==> config.mk <==
export PLATFORM = sky130hd
export DESIGN_NAME = eeprom_ctl_decoder
export DESIGN_NICKNAME = d
export VERILOG_FILES = /design/src/rtl/eeprom_ctl_pkg.sv /design/src/rtl/eeprom_bus_sync.sv /design/src/rtl/eeprom_byte_fsm.sv /design/src/rtl/eeprom_addr_reg.sv /design/src/rtl/eeprom_ctl_decoder.sv
export SDC_FILE = /design/constraint.sdc
export NUM_CORES = 1
export LEC_CHECK = 0
export ABC_AREA = 1
export BUFFER_PORTS_ARGS = -buffer_cell sky130_fd_sc_hd__buf_2
export CAP_MARGIN = 20
export CORE_MARGIN = 1
export CORE_UTILIZATION = 55
export CTS_BUF_LIST = sky130_fd_sc_hd__clkbuf_8
export DETAILED_ROUTE_END_ITERATION = 12
export GPL_ROUTABILITY_DRIVEN = 0
export GPL_TIMING_DRIVEN = 0
export PLACE_DENSITY = 0.77
export SLEW_MARGIN = 10
export SYNTH_ARGS = -nofsm -noshare
export SYNTH_HDL_FRONTEND = slang
export SYNTH_SLANG_ARGS = --single-unit
==> constraint.sdc <==
create_clock -name clk -period 2.15 [get_ports clk]
set_input_delay 0.43 -clock clk [delete_from_list [all_inputs] [get_ports clk]]
set_output_delay 0.43 -clock clk [all_outputs]
set_load 0.02 [all_outputs]
==> src/rtl/eeprom_ctl_pkg.sv <==
package eeprom_ctl_pkg;

    localparam int CODE_W = 4;
    localparam int CS_W   = 3;
    localparam int BYTE_W = CODE_W + CS_W + 1;
    localparam int CNT_W  = $clog2(BYTE_W + 1);
    localparam int WA_W   = CS_W + BYTE_W;

    localparam logic [CODE_W-1:0] DEV_CODE = 4'b1010;

    typedef enum logic [2:0] {
        PH_IDLE,
        PH_CTRL,
        PH_CACK,
        PH_ADDR,
        PH_AACK,
        PH_HOLD
    } phase_t;

    typedef struct packed {
        logic scl_rise;
        logic scl_fall;
        logic start;
        logic stop;
        logic sda;
    } bus_ev_t;

    // Device code must match; chip-select bits compared only when enabled.
    function automatic logic ctl_match(
        input logic [BYTE_W-1:0] ctl,
        input logic [CS_W-1:0]   strap,
        input logic              cmp_en,
        input logic              narrow
    );
        logic [CS_W-1:0] eff;
        eff = strap;
        if (narrow) eff[CS_W-1] = 1'b0;
        return (ctl[BYTE_W-1 -: CODE_W] == DEV_CODE) &&
               (!cmp_en || (ctl[CS_W:1] == eff));
    endfunction

endpackage

==> src/rtl/eeprom_bus_sync.sv <==
module eeprom_bus_sync
    import eeprom_ctl_pkg::*;
#(
    parameter int SYNC_N = 2
) (
    input  logic    clk,
    input  logic    rst,
    input  logic    scl_in,
    input  logic    sda_in,
    output bus_ev_t ev
);
    logic [SYNC_N-1:0] scl_sh;
    logic [SYNC_N-1:0] sda_sh;
    logic              scl_q;
    logic              sda_q;
    logic              scl_s;
    logic              sda_s;

    always_ff @(posedge clk) begin
        if (rst) begin
            scl_sh <= '1;
            sda_sh <= '1;
            scl_q  <= 1'b1;
            sda_q  <= 1'b1;
        end else begin
            scl_sh <= {scl_sh[SYNC_N-2:0], scl_in};
            sda_sh <= {sda_sh[SYNC_N-2:0], sda_in};
            scl_q  <= scl_sh[SYNC_N-1];
            sda_q  <= sda_sh[SYNC_N-1];
        end
    end

    always_comb begin
        scl_s       = scl_sh[SYNC_N-1];
        sda_s       = sda_sh[SYNC_N-1];
        ev.scl_rise = scl_s & ~scl_q;
        ev.scl_fall = ~scl_s & scl_q;
        ev.start    = scl_s & scl_q & sda_q & ~sda_s;
        ev.stop     = scl_s & scl_q & ~sda_q & sda_s;
        ev.sda      = sda_s;
    end

endmodule

==> src/rtl/eeprom_byte_fsm.sv <==
module eeprom_byte_fsm
    import eeprom_ctl_pkg::*;
(
    input  logic              clk,
    input  logic              rst,
    input  bus_ev_t           ev,
    input  logic [CS_W-1:0]   strap_cs,
    input  logic              cs_check_en,
    input  logic              narrow_pkg,
    output logic              sda_oe,
    output logic              selected,
    output logic              is_read,
    output logic [CS_W-1:0]   cs_bits,
    output logic              ld,
    output logic [BYTE_W-1:0] data
);
    phase_t            ph;
    logic [CNT_W-1:0]  cnt;
    logic [BYTE_W-1:0] sh;
    logic              full;

    assign data = sh;
    assign full = (cnt == CNT_W'(BYTE_W));

    always_ff @(posedge clk) begin
        if (rst) begin
            ph       <= PH_IDLE;
            cnt      <= '0;
            sh       <= '0;
            sda_oe   <= 1'b0;
            selected <= 1'b0;
            is_read  <= 1'b0;
            cs_bits  <= '0;
            ld       <= 1'b0;
        end else begin
            ld <= 1'b0;
            if (ev.start) begin
                ph       <= PH_CTRL;
                cnt      <= '0;
                sda_oe   <= 1'b0;
                selected <= 1'b0;
                is_read  <= 1'b0;
                cs_bits  <= '0;
            end else if (ev.stop) begin
                ph     <= PH_IDLE;
                cnt    <= '0;
                sda_oe <= 1'b0;
            end else begin
                unique case (ph)
                    PH_CTRL, PH_ADDR: begin
                        if (ev.scl_rise && !full) begin
                            sh  <= {sh[BYTE_W-2:0], ev.sda};
                            cnt <= cnt + 1'b1;
                        end else if (ev.scl_fall && full) begin
                            cnt <= '0;
                            if (ph == PH_ADDR) begin
                                sda_oe <= 1'b1;
                                ld     <= 1'b1;
                                ph     <= PH_AACK;
                            end else if (ctl_match(sh, strap_cs, cs_check_en, narrow_pkg)) begin
                                sda_oe   <= 1'b1;
                                selected <= 1'b1;
                                is_read  <= sh[0];
                                cs_bits  <= sh[CS_W:1];
                                ph       <= PH_CACK;
                            end else begin
                                ph <= PH_IDLE;
                            end
                        end
                    end
                    PH_CACK: begin
                        if (ev.scl_fall) begin
                            sda_oe <= 1'b0;
                            ph     <= is_read ? PH_HOLD : PH_ADDR;
                        end
                    end
                    PH_AACK: begin
                        if (ev.scl_fall) begin
                            sda_oe <= 1'b0;
                            ph     <= PH_HOLD;
                        end
                    end
                    default: ;
                endcase
            end
        end
    end

endmodule

==> src/rtl/eeprom_addr_reg.sv <==
module eeprom_addr_reg #(
    parameter int LO_W = 8
) (
    input  logic            clk,
    input  logic            rst,
    input  logic            clr,
    input  logic            ld,
    input  logic [LO_W-1:0] d,
    input  logic            step,
    output logic [LO_W-1:0] lo,
    output logic            valid
);
    always_ff @(posedge clk) begin
        if (rst || clr) begin
            lo    <= '0;
            valid <= 1'b0;
        end else if (ld) begin
            lo    <= d;
            valid <= 1'b1;
        end else if (step) begin
            lo <= lo + 1'b1;   // wraps inside LO_W bits
        end
    end
endmodule

==> src/rtl/eeprom_ctl_decoder.sv <==
module eeprom_ctl_decoder
    import eeprom_ctl_pkg::*;
(
    input  logic            clk,
    input  logic            rst,
    input  logic            scl_in,
    input  logic            sda_in,
    input  logic [CS_W-1:0] strap_cs,
    input  logic            cs_check_en,
    input  logic            narrow_pkg,
    input  logic            addr_step,
    output logic            sda_oe,
    output logic            selected,
    output logic            is_read,
    output logic [WA_W-1:0] word_addr,
    output logic            addr_valid
);
    bus_ev_t           ev;
    logic [CS_W-1:0]   cs_bits;
    logic              ld;
    logic [BYTE_W-1:0] data;
    logic [BYTE_W-1:0] lo;
    logic              step_en;

    eeprom_bus_sync #(.SYNC_N(2)) sync_i (
        .clk(clk), .rst(rst), .scl_in(scl_in), .sda_in(sda_in), .ev(ev)
    );

    eeprom_byte_fsm fsm_i (
        .clk(clk), .rst(rst), .ev(ev),
        .strap_cs(strap_cs), .cs_check_en(cs_check_en), .narrow_pkg(narrow_pkg),
        .sda_oe(sda_oe), .selected(selected), .is_read(is_read),
        .cs_bits(cs_bits), .ld(ld), .data(data)
    );

    assign step_en = selected && (is_read || addr_valid);

    eeprom_addr_reg #(.LO_W(BYTE_W)) addr_i (
        .clk(clk), .rst(rst), .clr(ev.start), .ld(ld), .d(data),
        .step(addr_step && step_en), .lo(lo), .valid(addr_valid)
    );

    assign word_addr = {cs_bits, lo};

endmodule

Word level (Yosys, flattened, before mapping). Index checks and enable logic that the tools add are counted.

Logic and storage cells: 106. Input bits: 10. Output and inout port bits: 15. Bits in registers: 37.

Muxes and demuxes: 29. Eq/ne operators: 17. $add $sub $neg: 2. Reductions and logical operators: 26. Bitwise operators: 17.

Operators by type and width (count): 2-to-1 mux 3 bit (6); 2-to-1 mux 1 bit (16); 2-to-1 mux 8 bit (2); AND reduction 5 bit (3); inequality test 4 x 2 -> 1 bit (second input constant) (3); NOT 1 bit (10); one-hot mux 3 bit (3 select lines) (1); adder 8 x 1 -> 8 bit (second input constant) (1); equality test 4 bit (second input constant) (2); 2-to-1 mux 4 bit (2); inequality test 2 x 1 -> 1 bit (second input constant) (4); AND 1 bit (7); equality test 3 x 2 -> 1 bit (second input constant) (2); AND reduction 6 bit (1); nonzero test 2 bit (3); OR reduction 2 bit (3); OR reduction 6 bit (1); logical AND 1 bit (5); nonzero test 5 bit (1); adder 4 x 1 -> 4 bit (second input constant) (1); inequality test 4 x 3 -> 1 bit (second input constant) (1); AND reduction 4 bit (1); equality test 3 x 1 -> 1 bit (second input constant) (1); equality test 3 bit (1); 10 further kinds (13).

Longest topological paths before layout. Gate-level depths: netlist (run 1).

Word-level depth: 19. Gate-level depth with buffers: 11. Depth with buffers taken out: 11.

Cells and area by module. A second synthesis (run 1) with hierarchy kept.

Cell total of the unflattened synthesis: 260. Area total of the unflattened synthesis: 1914.3 um2.

Modules (own cells, without submodules): eeprom_byte_fsm (area each 1192.4 um2, instances 1, cells each 159, sequential area each 440.4 um2); eeprom_addr_reg (area each 505.5 um2, instances 1, cells each 73, sequential area each 180.2 um2); eeprom_bus_sync (area each 205.2 um2, instances 1, cells each 25, sequential area each 120.1 um2); eeprom_ctl_decoder (area each 11.3 um2, instances 1, cells each 3, sequential area each 0.0 um2).

Worst setup path after synthesis (run 1). No wires, ideal clock.

Path kind: reg-to-reg. Start: register fsm_i.cnt[1]. End: register fsm_i.ph[0]. Period minus slack after synthesis: 1.385 ns. Arrival: 1.270 ns. Path buffers: 0. Library setup time: 0.115 ns. Required time: 2.035 ns. Stages on the path, launching flop included: 12. Slack: 0.765 ns. Cells stage by stage: dfxtp_1 inv_1 ha_1 nand2_1 nor2_4 nand2_2 nor2_4 inv_2 nand2_2 inv_2 a31oi_1 nor2_1.

Longest elaborated chain between the ends: 5. Elaborated cells between the ends (all ways): 7. Classes of those cells: eq/ne: 3; reduce/logical: 4.

RTL lines: from (decl) (line eeprom_byte_fsm.sv:18) `logic [CNT_W-1:0] cnt;`; from (signal assigned) (line eeprom_byte_fsm.sv:53) `cnt <= cnt + 1'b1;`; equality test 4 bit (*) (line eeprom_byte_fsm.sv:23) `assign full = (cnt == CNT_W'(BYTE_W));`; logical NOT 1 bit (line eeprom_byte_fsm.sv:51) `if (ev.scl_rise && !full) begin`; logical AND 1 bit (line eeprom_byte_fsm.sv:51); inequality test 4 x 3 -> 1 bit (no source line); AND reduction 5 bit (no source line) (*); to (signal assigned) (line eeprom_byte_fsm.sv:74) `ph <= is_read ? PH_HOLD : PH_ADDR;`; to (decl) (line eeprom_byte_fsm.sv:17) `phase_t ph;`.

Every way passes the cells marked *; elsewhere a longest branch is shown, timed or not. A chain may end at the register's enable or synchronous reset.

Worst setup path after layout (run 1). Same ends and word-level chain as after synthesis.

==> results of run 1 <==
-- path summary, 6_finish.rpt --
check / from / endpoint / slack (ns) / cells past startpoint
min reg2reg: sync_i.scl_sh[0] / sync_i.scl_sh[1] / 0.42 / 1
max: fsm_i.cnt[1] / fsm_i.ph[0] / 0.59 / 11
max reg2reg: fsm_i.cnt[1] / fsm_i.ph[0] / 0.59 / 11
min: sda_in / sync_i.sda_sh[0] / 0.33 / 2
-- cell usage in the layout, fill, tap and decap left out --
master                     count
sky130_fd_sc_hd__xnor2_1       2
sky130_fd_sc_hd__a21oi_1      22
sky130_fd_sc_hd__xor2_1        4
sky130_fd_sc_hd__ha_1          3
sky130_fd_sc_hd__a31oi_1       4
sky130_fd_sc_hd__inv_1        33
sky130_fd_sc_hd__clkbuf_1      1
sky130_fd_sc_hd__inv_2         6
sky130_fd_sc_hd__nor2_2        2
sky130_fd_sc_hd__dfxtp_1      37
sky130_fd_sc_hd__or2_2         5
sky130_fd_sc_hd__nor4_4        1
sky130_fd_sc_hd__nor3_4        1
sky130_fd_sc_hd__nand4_4       1
sky130_fd_sc_hd__nand2_1      49
sky130_fd_sc_hd__nor2_1       26
sky130_fd_sc_hd__nand3_1      10
sky130_fd_sc_hd__a211oi_2      1
sky130_fd_sc_hd__nor3_1        6
sky130_fd_sc_hd__nor2_4        4
sky130_fd_sc_hd__nand2_2       4
sky130_fd_sc_hd__clkbuf_8      5
sky130_fd_sc_hd__buf_4         1
sky130_fd_sc_hd__o22ai_1       1
sky130_fd_sc_hd__buf_2        24
sky130_fd_sc_hd__o21ai_1       1
sky130_fd_sc_hd__o21ai_0      14
sky130_fd_sc_hd__nand4_1       1
-- logic make-up (layout without fill, tap and decap cells) --
family          after synthesis  after routing  share of synthesized area [%]
simple gates                110            110                           30.9
compound gates               43             43                           13.1
buf+inv                      38             70                           8.38
flops                        37             37                           42.4
xor+xnor                      6              6                           3.01
fa+ha+maj                     3              3                           2.15
-- flip-flops by register name, summed over array words and instances, names as in the netlist --
signal and flops:
fsm_i.sda_oe 1, sync_i.scl_sh 2, fsm_i.ph 3, fsm_i.is_read 1, sync_i.sda_sh 2, fsm_i.ld 1, addr_i.lo 8, fsm_i.cnt 4
fsm_i.selected 1, fsm_i.data 8, fsm_i.cs_bits 3, sync_i.sda_q 1, sync_i.scl_q 1, addr_i.valid 1
-- worst max-delay path, delay by kind of cell, from the launching register on --
kind | cells | cell delay (ns)
AND/OR/NAND/NOR | 6 | 0.60
flip-flops | 1 | 0.32
buffers and inverters | 3 | 0.23
adder cells (fa/ha/maj) | 1 | 0.15
AO/OA/AOI/OAI | 1 | 0.14
-- cell usage after synthesis, drive strengths merged --
| cell | n |
|---|---|
| a211oi | 1 |
| a21oi | 22 |
| a31oi | 4 |
| buf | 1 |
| clkbuf | 1 |
| dfxtp | 37 |
| ha | 3 |
| inv | 36 |
| nand2 | 53 |
| nand3 | 10 |
| nand4 | 2 |
| nor2 | 32 |
| nor3 | 7 |
| nor4 | 1 |
| o21ai | 15 |
| o22ai | 1 |
| or2 | 5 |
| xnor2 | 2 |
| xor2 | 4 |
-- per-stage QoR --
| stage | std cells | power [mW] | area [sq um] |
|---|---|---|---|
| after floorplan | 237 | 0.750 | 1750 |
| after global placement | 305 | 0.770 | 1920 |
| after detailed placement | 305 | 0.771 | 1920 |
| after CTS | 313 | 1.22 | 2000 |
| after global routing | 313 | 1.25 | 2000 |
| final | 313 | 1.20 | 2000 |
-- per-layer routing --
layer | vias up | part of all wire, % | wire (um) | track usage [%]
li1 | 816 | - | - | -
met1 | 648 | 50 | 1700 | 30.4
met2 | 32 | 44 | 1500 | 36.9
met3 | 5 | 4.3 | 147 | 5.05
met4 | 0 | 1.3 | 45 | 8.50
met5 | - | 0 | 0 | 0
-- area by class of cell --
| cell class | count | area, sq um | share of cell area, % |
|---|---|---|---|
| Clock buffer | 5 | 68.8 | 3.44 |
| Buffer | 2 | 11.3 | 0.563 |
| Inverter | 36 | 135 | 6.75 |
| Multi-Input combinational cell | 162 | 860 | 42.9 |
| Clock inverter | 3 | 11.3 | 0.563 |
| Sequential cell | 37 | 741 | 37.0 |
| Timing Repair Buffer | 24 | 120 | 6.00 |
| Tap cell | 44 | 55.1 | 2.75 |
-- report_power, final --
group | switching (mW) | internal (mW) | leakage, nW | total, mW
Clock | 0.229 | 0.216 | 0.0519 | 0.445
Combinational | 0.0383 | 0.0216 | 0.541 | 0.0599
Sequential | 0.00420 | 0.692 | 0.299 | 0.696
==> results, run 1 <==
- In this run the worst path has a maximum fanout of 4.
- Detailed placement finished with a half-perimeter wire length of 2480 um.
- The type of the most critical hold path is input port to flop.
- Compared with the post-synthesis result, the final layout area differs by 14.6%.
- Setup repair after global routing left no endpoint under its margin.
- The sequential area share after synthesis is 42.4%.
- On the worst path, the slowest cell contributes a delay of 0.32 ns.
- The vertical die dimension is 58.4 um.
- The worst pin sits at a relative slew slack of 71.4%.
- The number of global-route vias before repair is 1354.
- The post-route clock period utilization is 72.6%.
- Buffers added to address setup during post-CTS repair amount to 0.
- The first detailed-routing pass took 4 iterations.
- The biggest area contributor in the post-synthesis netlist is sky130_fd_sc_hd__dfxtp_1.
- In the final routed layout, each cell accounts on average for 10.8 um.
- After floorplanning, the core was divided into 20 placement rows.
- Cells with a size suffix above 1 make up 20.4% of the layout.
- The worst setup margin is 0.589 ns.
- The routed layout has 1501 vias.
- The die is 58.4 um wide.
- The post-cts resize count is 0.
- The critical path required time is 2.32 ns.
- Counting flops and latches in the post-synthesis netlist gives 37.
- By startpoint and endpoint, the worst setup path is classified as flop to flop.
- The DRC marker count from the first detailed-route iteration is 61.
- The setup TNS is 0 ns.
- The number of unique standard cell types used by synthesis is 26.
- The effective utilization at floorplan is 57.7%.
- The residual overflow from global routing is 0.
- On the final layout, the worst clock skew is 0.00409 ns.
- The clock tree synthesis step divided the H-tree into 2 levels.
- VDD sags by at most 0.394 mV.
- Max-cap violations in this run came to 0.
- For the pin with the worst max-slew slack, the measured transition is 0.426 ns.
- The number of nets with antenna violations after detailed routing is 0.
- The type of element launching the critical path is a flop.
- The clock passes through at most 2 buffers.
- The hold slack is 0.327 ns.
- The global-route total usage across every layer is 23.0%.
- The critical path arrival is 1.74 ns.
- In this run the static leakage power is 0.892 nW.
- By area the synthesized netlist is led by sky130_fd_sc_hd__dfxtp_1 42%, sky130_fd_sc_hd__nand2_1 11%, sky130_fd_sc_hd__inv_1 6.4%, sky130_fd_sc_hd__a21oi_1 6.3%, sky130_fd_sc_hd__nor2_1 5.6%.
- The filler cells instantiated in the layout total 283.
- The final critical path time including I/O delays and setup is 1.56 ns.
- The run finished with clean final reports.
- For this run, design rule violations remaining after detail routing come to 0.
- Yosys printed 0 warnings.
- The first global-routing pass estimated 5890 um of wire.
- The antenna cell count is 0.
- The die covers 0.00341 sq mm.
- The number of max-slew violations in the final report came to 0.
- During placement, the flow inserted port buffers numbering 24.
- In this run, CTS created clock tree buffers numbering 5.
- The area share of the largest cell type after synthesis is 42.4%.
- The clock sink total is 37.
- The number of top-level design ports is 25.
- CTS placed an instance of sky130_fd_sc_hd__clkbuf_8 at the clock tree root.
- Each instance of the synthesized netlist takes up on average 7.37 sq um.
- The library cell contributing the largest single delay on the critical path is sky130_fd_sc_hd__dfxtp_1.
- The area of the mapped netlist is 0.00175 sq mm.
- For the worst-skew pair, the clock arrives at the later sink with an insertion delay of 0.28 ns.
- The hold-fix buffer count after cts is 0.
- The setup-violating endpoint count in the final report is 0.
- The number of instances in the synthesized netlist is 237.
- The CTS tree is built.
- After clock tree synthesis, the clock-pin slew on the worst setup and hold paths is 0.07 ns.
- Counting every net in the synthesized netlist gives 250.
- Entering global routing, the biggest net connects 11 pins.
- The critical path goes through inv_1 > ha_1 > nand2_1 > nor2_4 > nand2_2 > nor2_4 > inv_2 > nand2_2 > inv_2 > a31oi_1 > nor2_1.
- At the end of the flow, the number of nets in the layout was 281.
- The power density relative to cell area is 600 mW/mm^2.
- The worst setup path is captured at a flop.
- In this run the standard cell core region covers 0.00303 sq mm.
- Cells fill 66.1% of the core in the end.
- The setup slack after placement is 0.610 ns.
- The post-detailed-route via-to-cell ratio is 4.80.
- The final hold violation count is 0.
- The initial antenna violation count is 0.
- The highest clock frequency the design can meet is 640 MHz.
- The final layout contains routed wiring with a total length of 3390 um.
(Power assumes the default switching activity.)
==> run 2: changes to the inputs <==
--- a/config.mk
+++ b/config.mk
@@ -9,12 +9,12 @@
 export BUFFER_PORTS_ARGS = -buffer_cell sky130_fd_sc_hd__buf_2
 export CAP_MARGIN = 20
 export CORE_MARGIN = 1
-export CORE_UTILIZATION = 55
+export CORE_UTILIZATION = 53
 export CTS_BUF_LIST = sky130_fd_sc_hd__clkbuf_8
 export DETAILED_ROUTE_END_ITERATION = 12
 export GPL_ROUTABILITY_DRIVEN = 0
 export GPL_TIMING_DRIVEN = 0
-export PLACE_DENSITY = 0.77
+export PLACE_DENSITY = 0.78
 export SLEW_MARGIN = 10
 export SYNTH_ARGS = -nofsm -noshare
 export SYNTH_HDL_FRONTEND = slang
==> constraint.sdc (replaced) <==
create_clock -name clk -period 1.25 [get_ports clk]
set_input_delay 0.25 -clock clk [delete_from_list [all_inputs] [get_ports clk]]
set_output_delay 0.25 -clock clk [all_outputs]
set_load 0.02 [all_outputs]
==> run 2 against run 1 <==
The run now ends with negative setup slack left. Clock power increased by 87%. Power increased by 79%. Die area increased by 3.6%. Non-clock buffer count increased by 12. Utilization increased by 7.6 points. Worst hold slack got worse by 0.18 ns. Register-to-register slack got worse by 0.89 ns. Sequential share of layout area decreased by 3.9 points. Fmax increased by 0.75%. First-iteration DRC count increased by 43%. Clock skew increased by 0.0040 ns. Critical endpoint is now fsm_i.is_read. Clock-buffer cell count increased by 1.
==> results, run 2 (synthesis results as in run 1) <==
- The number of max-slew violations in the final report came to 0 (unchanged).
- The critical path arrival is 1.76 ns (+0.02 ns).
- The commonest non-fill, non-tap cell in the layout is sky130_fd_sc_hd__nand2_1.
- The DRC marker count from the first detailed-route iteration is 87 (+43%).
- The number of global-route vias before repair is 1307 (-3.5%).
- The worst hold path begins at scl_in.
- The buffer levels on the longest clock path came to 2 (unchanged).
- The area growth from synthesis to layout is 29.9%.
- The internal cell power is 1.66 mW (+79%).
- The hold slack is 0.145 ns (-0.182 ns).
- The logic depth of the worst setup path including buffers came to 10 (-1).
- The share of layout cells above drive strength 1 is 36.7% (+16 points).
- The hold-fix buffer count after cts came to 0 (unchanged).
- The kind of end point of the critical path is a flop.
- The detailed-router iteration count before antenna repair came to 4 (unchanged).
- The number of cell rows is 20 (unchanged).
- The average wire per standard cell came to 12.3 um (+13%).
- The setup TNS is -4.70 ns (-4.70 ns).
- The net count of the finished layout is 294 (+4.6%).
- The pin count of the biggest net entering global routing was 11 (unchanged).
- The global-route wire length before repair is 5910 um (+0.36%).
- Tracing the worst setup path back leads to its startpoint at fsm_i.cnt[1].
- The design area is 0.00227 sq mm (+13%).
- The worst setup margin is -0.300 ns (-0.888 ns).
- CTS placed an instance of sky130_fd_sc_hd__clkbuf_8 at the clock tree root.
- The switching component of the power is 0.486 mW (+79%).
- The residual overflow from global routing came to 0 (unchanged).
- The critical path required time is 1.46 ns (-0.86 ns).
- The die span in x was 59.4 um (+1.8%).
- The type of element launching the critical path is a flop.
- The sequential cell fraction of total power is 55.6% (-2.4 points).
- The highest net fanout along the worst path is 4 (unchanged).
- The slew of the pin with the lowest slew margin is 0.505 ns (+0.0799 ns).
- The library cell contributing the largest single delay on the critical path is sky130_fd_sc_hd__dfxtp_2.
- The area of the die is 0.00353 sq mm (+3.6%).
- The relative contribution of combinational cells to total power is 5.7% (+0.7 points).
- The tightest min-delay check is of the input port to flop type.
- The peak ir drop on the vdd network is 0.769 mV (+95%).
- The initial antenna violation count is 0 (unchanged).
- The post-detailed-route DRC marker count is 0 (unchanged).
- The highest clock frequency the design can meet is 645 MHz (+0.75%).
- The number of clock buffers inserted by TritonCTS is 5 (unchanged).
- The total of max-cap violations was 0 (unchanged).
- The post-route clock period utilization is 124% (+51 points).
- The instance area after placement is 0.00195 sq mm (+1.6%).
- The antenna cell count is 0 (unchanged).
- The headroom to the max-slew limit is 66.0% (-5.4 points).
- The clock sink total is 37 (unchanged).
- The clock tree skew after final layout is 0.00811 ns (+0.00402 ns).
- The leakage component of the power is 0.994 nW (+11%).
- The hold path depth is 2 (unchanged).
- The final hold violation count is 0 (unchanged).
- The post-detailed-route via-to-cell ratio is 5.11 (+6.5%).
- The worst flop-to-flop path startpoint is fsm_i.cnt[1].
- Walking the worst path, the cells encountered are inv_2 > ha_4 > nand2_4 > nor2_4 > nand2_2 > nor2_4 > nand4_2 > nand2_1 > nand2_1 > nor2_1.
- The number of nets with antenna violations after detailed routing is 0 (unchanged).
- The buffers plus inverters on the worst setup path is 1 (-2).
- The clock latency on the worst-skew pair was 0.29 ns (about the same).
- The setup-violating endpoint count in the final report came to 22 (+22).
- The proportion of power drawn by the clock network is 38.7% (+1.7 points).
- The switching part of the total power is 22.6% (about the same).
- In the layout the commonest cells are 47 x sky130_fd_sc_hd__nand2_1, 31 x sky130_fd_sc_hd__dfxtp_1, 27 x sky130_fd_sc_hd__inv_1, 24 x sky130_fd_sc_hd__buf_2, 21 x sky130_fd_sc_hd__nor2_1.
- The area of the core region is 0.00308 sq mm (+1.7%).
- The number of buffers inserted by port buffering came to 24 (unchanged).
- The CTS tree is built.
- The total power came to 2.15 mW (+79%).
- The global-route total usage across every layer is 23.0% (about the same).
- The final critical path time including I/O delays and setup was 1.55 ns (-0.0116 ns).
- The power density relative to cell area came to 947 mW/mm^2 (+58%).
- The cell family contributing the most delay on the critical path is simple AND/OR/NAND/NOR gates.
- The final reports fail on negative setup slack.
- The effective utilization at floorplan is 56.7% (-0.94 points).
- The vertical die dimension is 59.4 um (+1.8%).
- The detailed placement HPWL is 2490 um (+0.31%).
- The depth of the CTS H-tree is 2 (unchanged).
- The delay contributed by the slowest stage of the critical path is 0.33 ns (about the same).
- The post-detailed-routing wire length came to 3990 um (+18%).
- The worst setup path category is flop to flop.
- Setup repair after global routing could not meet its margin everywhere.
- The run finished, with violations left.
- The length in cells of the worst reg-to-reg path is 10 (-1).
- The clock transition at the registers of the reported paths is 0.07 ns (about the same).
- The via count of the routed design is 1660 (+11%).
- The number of top-level design ports is 25 (unchanged).
## run 2: cell count changes in the layout (fill, tap and decap cells not counted), moves of 3 or more
cell and change:
sky130_fd_sc_hd__dfxtp_1 -6, sky130_fd_sc_hd__dfxtp_2 +5, sky130_fd_sc_hd__inv_4 +3, sky130_fd_sc_hd__a21oi_1 -4
sky130_fd_sc_hd__a21oi_2 +4, sky130_fd_sc_hd__buf_4 +8, sky130_fd_sc_hd__buf_6 +5, sky130_fd_sc_hd__o21ai_0 -8
sky130_fd_sc_hd__inv_1 -6, sky130_fd_sc_hd__nor2_2 +3, sky130_fd_sc_hd__nor2_1 -5, sky130_fd_sc_hd__o21ai_2 +8
## run 2: path summary, 6_finish.rpt
kind / end / slack, ns
setup / recovery: fsm_i.is_read / -0.30
hold / removal: sync_i.scl_sh[0] / 0.14
setup reg to reg: fsm_i.is_read / -0.30
hold reg to reg: sync_i.scl_sh[1] / 0.41
## run 2: final cells by class
type                       instances  area (sq um)
clock buffer                       6          82.6
clock inverter                     1          3.75
fill                             237           810
multi-input combinational        163           990
buffer                             1          11.3
tap                               44          55.1
inverter                          36           143
timing repair buffer              37           233
sequential                        37           751
## run 2: through the flow
stage	setup WS, ns	utilization (%)	std cells
2_1_floorplan	-0.122	-	237
3_3_place_gp	-0.255	63.5	305
3_5_place_dp	-0.282	63.5	305
4_1_cts	-0.242	68.8	319
5_1_grt	-0.334	73.7	325
6_report	-0.300	73.7	325
## run 2: per-layer routing
layer | track usage (%) | up-vias | wire length, um
li1 | - | 854 | -
met1 | 29.0 | 755 | 1790
met2 | 38.2 | 46 | 1950
met3 | 6.55 | 5 | 210
met4 | 6.12 | 0 | 42
met5 | 0 | - | 0
## run 2: repair_timing
action / in CTS / in global routing
endpoints found under the setup margin: 27 / 28
cloned: 1 / 1
gates resized for setup: 8 / 37
pin swaps: 6 / 13
buffers inserted: 7 / 5
## run 2: power groups by stage
stage / combinational [mW] / sequential, mW / clock, mW
3_5_place_dp: 0.102 / 1.22 / 0
4_1_cts: 0.105 / 1.20 / 0.831
2_1_floorplan: 0.0686 / 1.22 / 0
3_3_place_gp: 0.101 / 1.22 / 0
5_1_grt: 0.135 / 1.20 / 0.892
6_report: 0.122 / 1.19 / 0.832
==> run 3: changes to the inputs <==
--- a/config.mk
+++ b/config.mk
@@ -15,7 +15,9 @@
 export GPL_ROUTABILITY_DRIVEN = 0
 export GPL_TIMING_DRIVEN = 0
 export PLACE_DENSITY = 0.78
+export SKIP_CTS_REPAIR_TIMING = 1
 export SLEW_MARGIN = 10
 export SYNTH_ARGS = -nofsm -noshare
 export SYNTH_HDL_FRONTEND = slang
 export SYNTH_SLANG_ARGS = --single-unit
+export TNS_END_PERCENT = 20
==> run 3 against run 2 <==
The flow still finishes with violations (negative setup slack). Global-route usage shrank 1.4 points. Register-to-register slack gained 0.03 ns. First-iteration DRC count down 28%. Utilization decreased by 4.3 points. Critical path depth down 1. Via count shrank 6.4%. Clock-buffer cell count increased by 1. Clock skew is 0.0051 ns lower. Die area stayed put. Final cell count shrank 2.2%. Setup slack gained 0.031 ns. Worst hold slack hardly changed. Largest cell class unchanged. Largest power group unchanged.
==> results, run 3 (synthesis results as in run 1) <==
- The internal cell power is 1.73 mW (+3.8%).
- The sequential cell area is 743 sq um (-1.0%).
- The area of the core region is 0.00308 sq mm (unchanged).
- The buffers plus inverters on the worst setup path is 3 (+2).
- The post-detailed-routing wire length is 3440 um (-14%).
- The depth of the CTS H-tree came to 2 (unchanged).
- The detailed placement HPWL was 2490 um (+0.18%).
- The number of clock buffers inserted by TritonCTS came to 5 (unchanged).
- In the layout the commonest cells are 47 x sky130_fd_sc_hd__nand2_1, 35 x sky130_fd_sc_hd__dfxtp_1, 27 x sky130_fd_sc_hd__inv_1, 24 x sky130_fd_sc_hd__buf_2, 23 x sky130_fd_sc_hd__nor2_1.
- The highest clock frequency the design can meet came to 658 MHz (+2.0%).
- The area growth from synthesis to layout is 22.3%.
- The setup-violating endpoint count in the final report is 27 (+23%).
- Setup repair after global routing could not meet its margin everywhere.
- The setup TNS is -5.23 ns (-0.527 ns).
- The number of global-route vias before repair is 1340 (+2.5%).
- The length in cells of the worst reg-to-reg path came to 9 (-1).
- The flow ran to the end, but the final reports show violations.
- The final critical path time including I/O delays and setup is 1.52 ns (-0.0306 ns).
- The capture instance of the worst register-to-register path is fsm_i.data[2].
- The proportion of power drawn by the clock network is 40.9% (+2.2 points).
- The hold path depth is 2 (unchanged).
- The DRC marker count from the first detailed-route iteration is 63 (-28%).
- The initial antenna violation count came to 0 (unchanged).
- The critical path required time is 1.47 ns (about the same).
- The final hold violation count is 0 (unchanged).
- The clock latency on the worst-skew pair is 0.29 ns (about the same).
- The post-detailed-route via-to-cell ratio came to 4.88 (-4.4%).
- The headroom to the max-slew limit came to 62.9% (-3.1 points).
- The CTS tree is built.
- The vertical die dimension was 59.4 um (unchanged).
- The pin count of the biggest net entering global routing is 12 (+1).
- The share of layout cells above drive strength 1 is 28.8% (-7.8 points).
- In this run the most critical hold path is launched from scl_in.
- The power density relative to cell area was 1030 mW/mm^2 (+8.9%).
- The worst-case register-to-register setup slack is -0.27 ns (+0.03 ns).
- The peak ir drop on the vdd network is 0.802 mV (+4.3%).
- The number of buffers inserted by port buffering was 24 (unchanged).
- The total of max-cap violations was 0 (unchanged).
- Leaving out fill and tap cells, the most frequent cell in the layout is sky130_fd_sc_hd__nand2_1.
- The design area was 0.00214 sq mm (-5.8%).
- The leakage component of the power is 0.924 nW (-7.0%).
- The setup path with the least slack is of type flop to flop.
- Walking the worst path, the cells encountered are inv_2 > ha_4 > nand2_4 > nor2_4 > buf_4 > nor3_4 > buf_6 > o21ai_1 > a21oi_1.
- The net count of the finished layout is 286 (-2.7%).
- The root cell of the clock tree is sky130_fd_sc_hd__clkbuf_8.
- The end of the worst hold path is sync_i.scl_sh[0].
- The global-route total usage across every layer is 21.6% (-1.4 points).
- The highest net fanout along the worst path is 10 (+6).
- The switching part of the total power came to 21.7% (-0.89 points).
- The slew of the pin with the lowest slew margin came to 0.552 ns (+0.0461 ns).
- The die span in x is 59.4 um (unchanged).
- The post-detailed-route DRC marker count is 0 (unchanged).
- The sequential cell fraction of total power came to 54.3% (-1.3 points).
- The residual overflow from global routing came to 0 (unchanged).
- The via count of the routed design is 1553 (-6.4%).
- The worst setup path is captured at a flop.
- The clock transition at the registers of the reported paths was 0.07 ns (about the same).
- The switching component of the power is 0.479 mW (-1.5%).
- The detailed-router iteration count before antenna repair is 4 (unchanged).
- The post-route clock period utilization is 122% (-2.4 points).
- The cell class contributing the biggest share of worst-path delay is buffers and inverters.
- The worst setup margin is -0.269 ns (+0.0306 ns).
- The number of fill cells in the layout is 268 (+13%).
- The delay contributed by the slowest stage of the critical path is 0.35 ns (+0.02 ns).
- The number of max-slew violations in the final report is 0 (unchanged).
- The antenna cell count is 0 (unchanged).
- The worst flop-to-flop path startpoint is fsm_i.cnt[0].
- The area of the die was 0.00353 sq mm (unchanged).
- The number of cell rows is 20 (unchanged).
- The clock sink total is 37 (unchanged).
- The number of top-level design ports is 25 (unchanged).
- The average wire per standard cell came to 10.8 um (-12%).
- The library cell contributing the largest single delay on the critical path is sky130_fd_sc_hd__dfxtp_2.
- The number of nets with antenna violations after detailed routing came to 0 (unchanged).
- The critical path arrival is 1.74 ns (-0.02 ns).
- The multi-input logic area is 925 sq um (-6.6%).
- The instance area after placement is 0.00194 sq mm (-0.51%).
- The clock tree skew after final layout is 0.00305 ns (-0.00506 ns).
- The global-route wire length before repair is 5560 um (-5.8%).
- The buffer levels on the longest clock path is 2 (unchanged).
- The type of element launching the critical path is a flop.
- The total power came to 2.20 mW (+2.6%).
- The relative contribution of combinational cells to total power was 4.8% (-0.9 points).
- The type of the most critical hold path is input port to flop.
- The effective utilization at floorplan is 56.7% (unchanged).
- The checks that failed: negative setup slack.
-- run 3: how the worst max path moves through the flow --
stage / start / endpoint / slack [ns] / cells past startpoint
5_1_grt: fsm_i.cnt[1] / fsm_i.cnt[2] / -0.38 / 11
6_report: fsm_i.cnt[0] / fsm_i.data[2] / -0.27 / 9
2_1_floorplan: fsm_i.cnt[0] / fsm_i.ph[0] / -0.12 / 11
4_1_cts: fsm_i.cnt[1] / fsm_i.ph[0] / -0.31 / 11
3_5_place_dp: fsm_i.cnt[1] / fsm_i.ph[0] / -0.29 / 11
3_3_place_gp: fsm_i.cnt[0] / fsm_i.ph[0] / -0.27 / 11
-- run 3: cell type report --
cell class / count / share of cell area (%)
Tap cell: 44 / 2.58
Inverter: 36 / 6.56
Timing Repair Buffer: 29 / 7.38
Sequential cell: 37 / 34.8
Clock inverter: 1 / 0.234
Buffer: 2 / 0.703
Multi-Input combinational cell: 162 / 43.3
Clock buffer: 7 / 4.51
-- run 3: through the flow --
| stage | utilization, % | hold WS (ns) | cells | worst slack (ns) |
|---|---|---|---|---|
| floorplan | - | 0.319 | 237 | -0.123 |
| global placement | 63.1 | 0.393 | 305 | -0.266 |
| detailed placement | 63.1 | 0.395 | 305 | -0.292 |
| CTS | 66.4 | 0.139 | 313 | -0.310 |
| global route | 69.4 | 0.139 | 318 | -0.379 |
| finish | 69.4 | 0.145 | 318 | -0.269 |
-- run 3: power groups by stage --
| stage | Clock (mW) | Combinational (mW) | Sequential, mW |
|---|---|---|---|
| final | 0.902 | 0.105 | 1.20 |
| after global routing | 0.953 | 0.117 | 1.20 |
| after floorplan | 0 | 0.0684 | 1.22 |
| after global placement | 0 | 0.100 | 1.22 |
| after CTS | 0.917 | 0.102 | 1.20 |
| after detailed placement | 0 | 0.102 | 1.22 |
-- run 3: routing by layer --
| metal | up-vias | part of all wire (%) | track usage (%) |
|---|---|---|---|
| li1 | 828 | - | - |
| met1 | 677 | 49 | 27.4 |
| met2 | 42 | 46 | 35.2 |
| met3 | 6 | 4.2 | 4.59 |
| met4 | 0 | 1.6 | 9.18 |
| met5 | - | 0 | 0 |
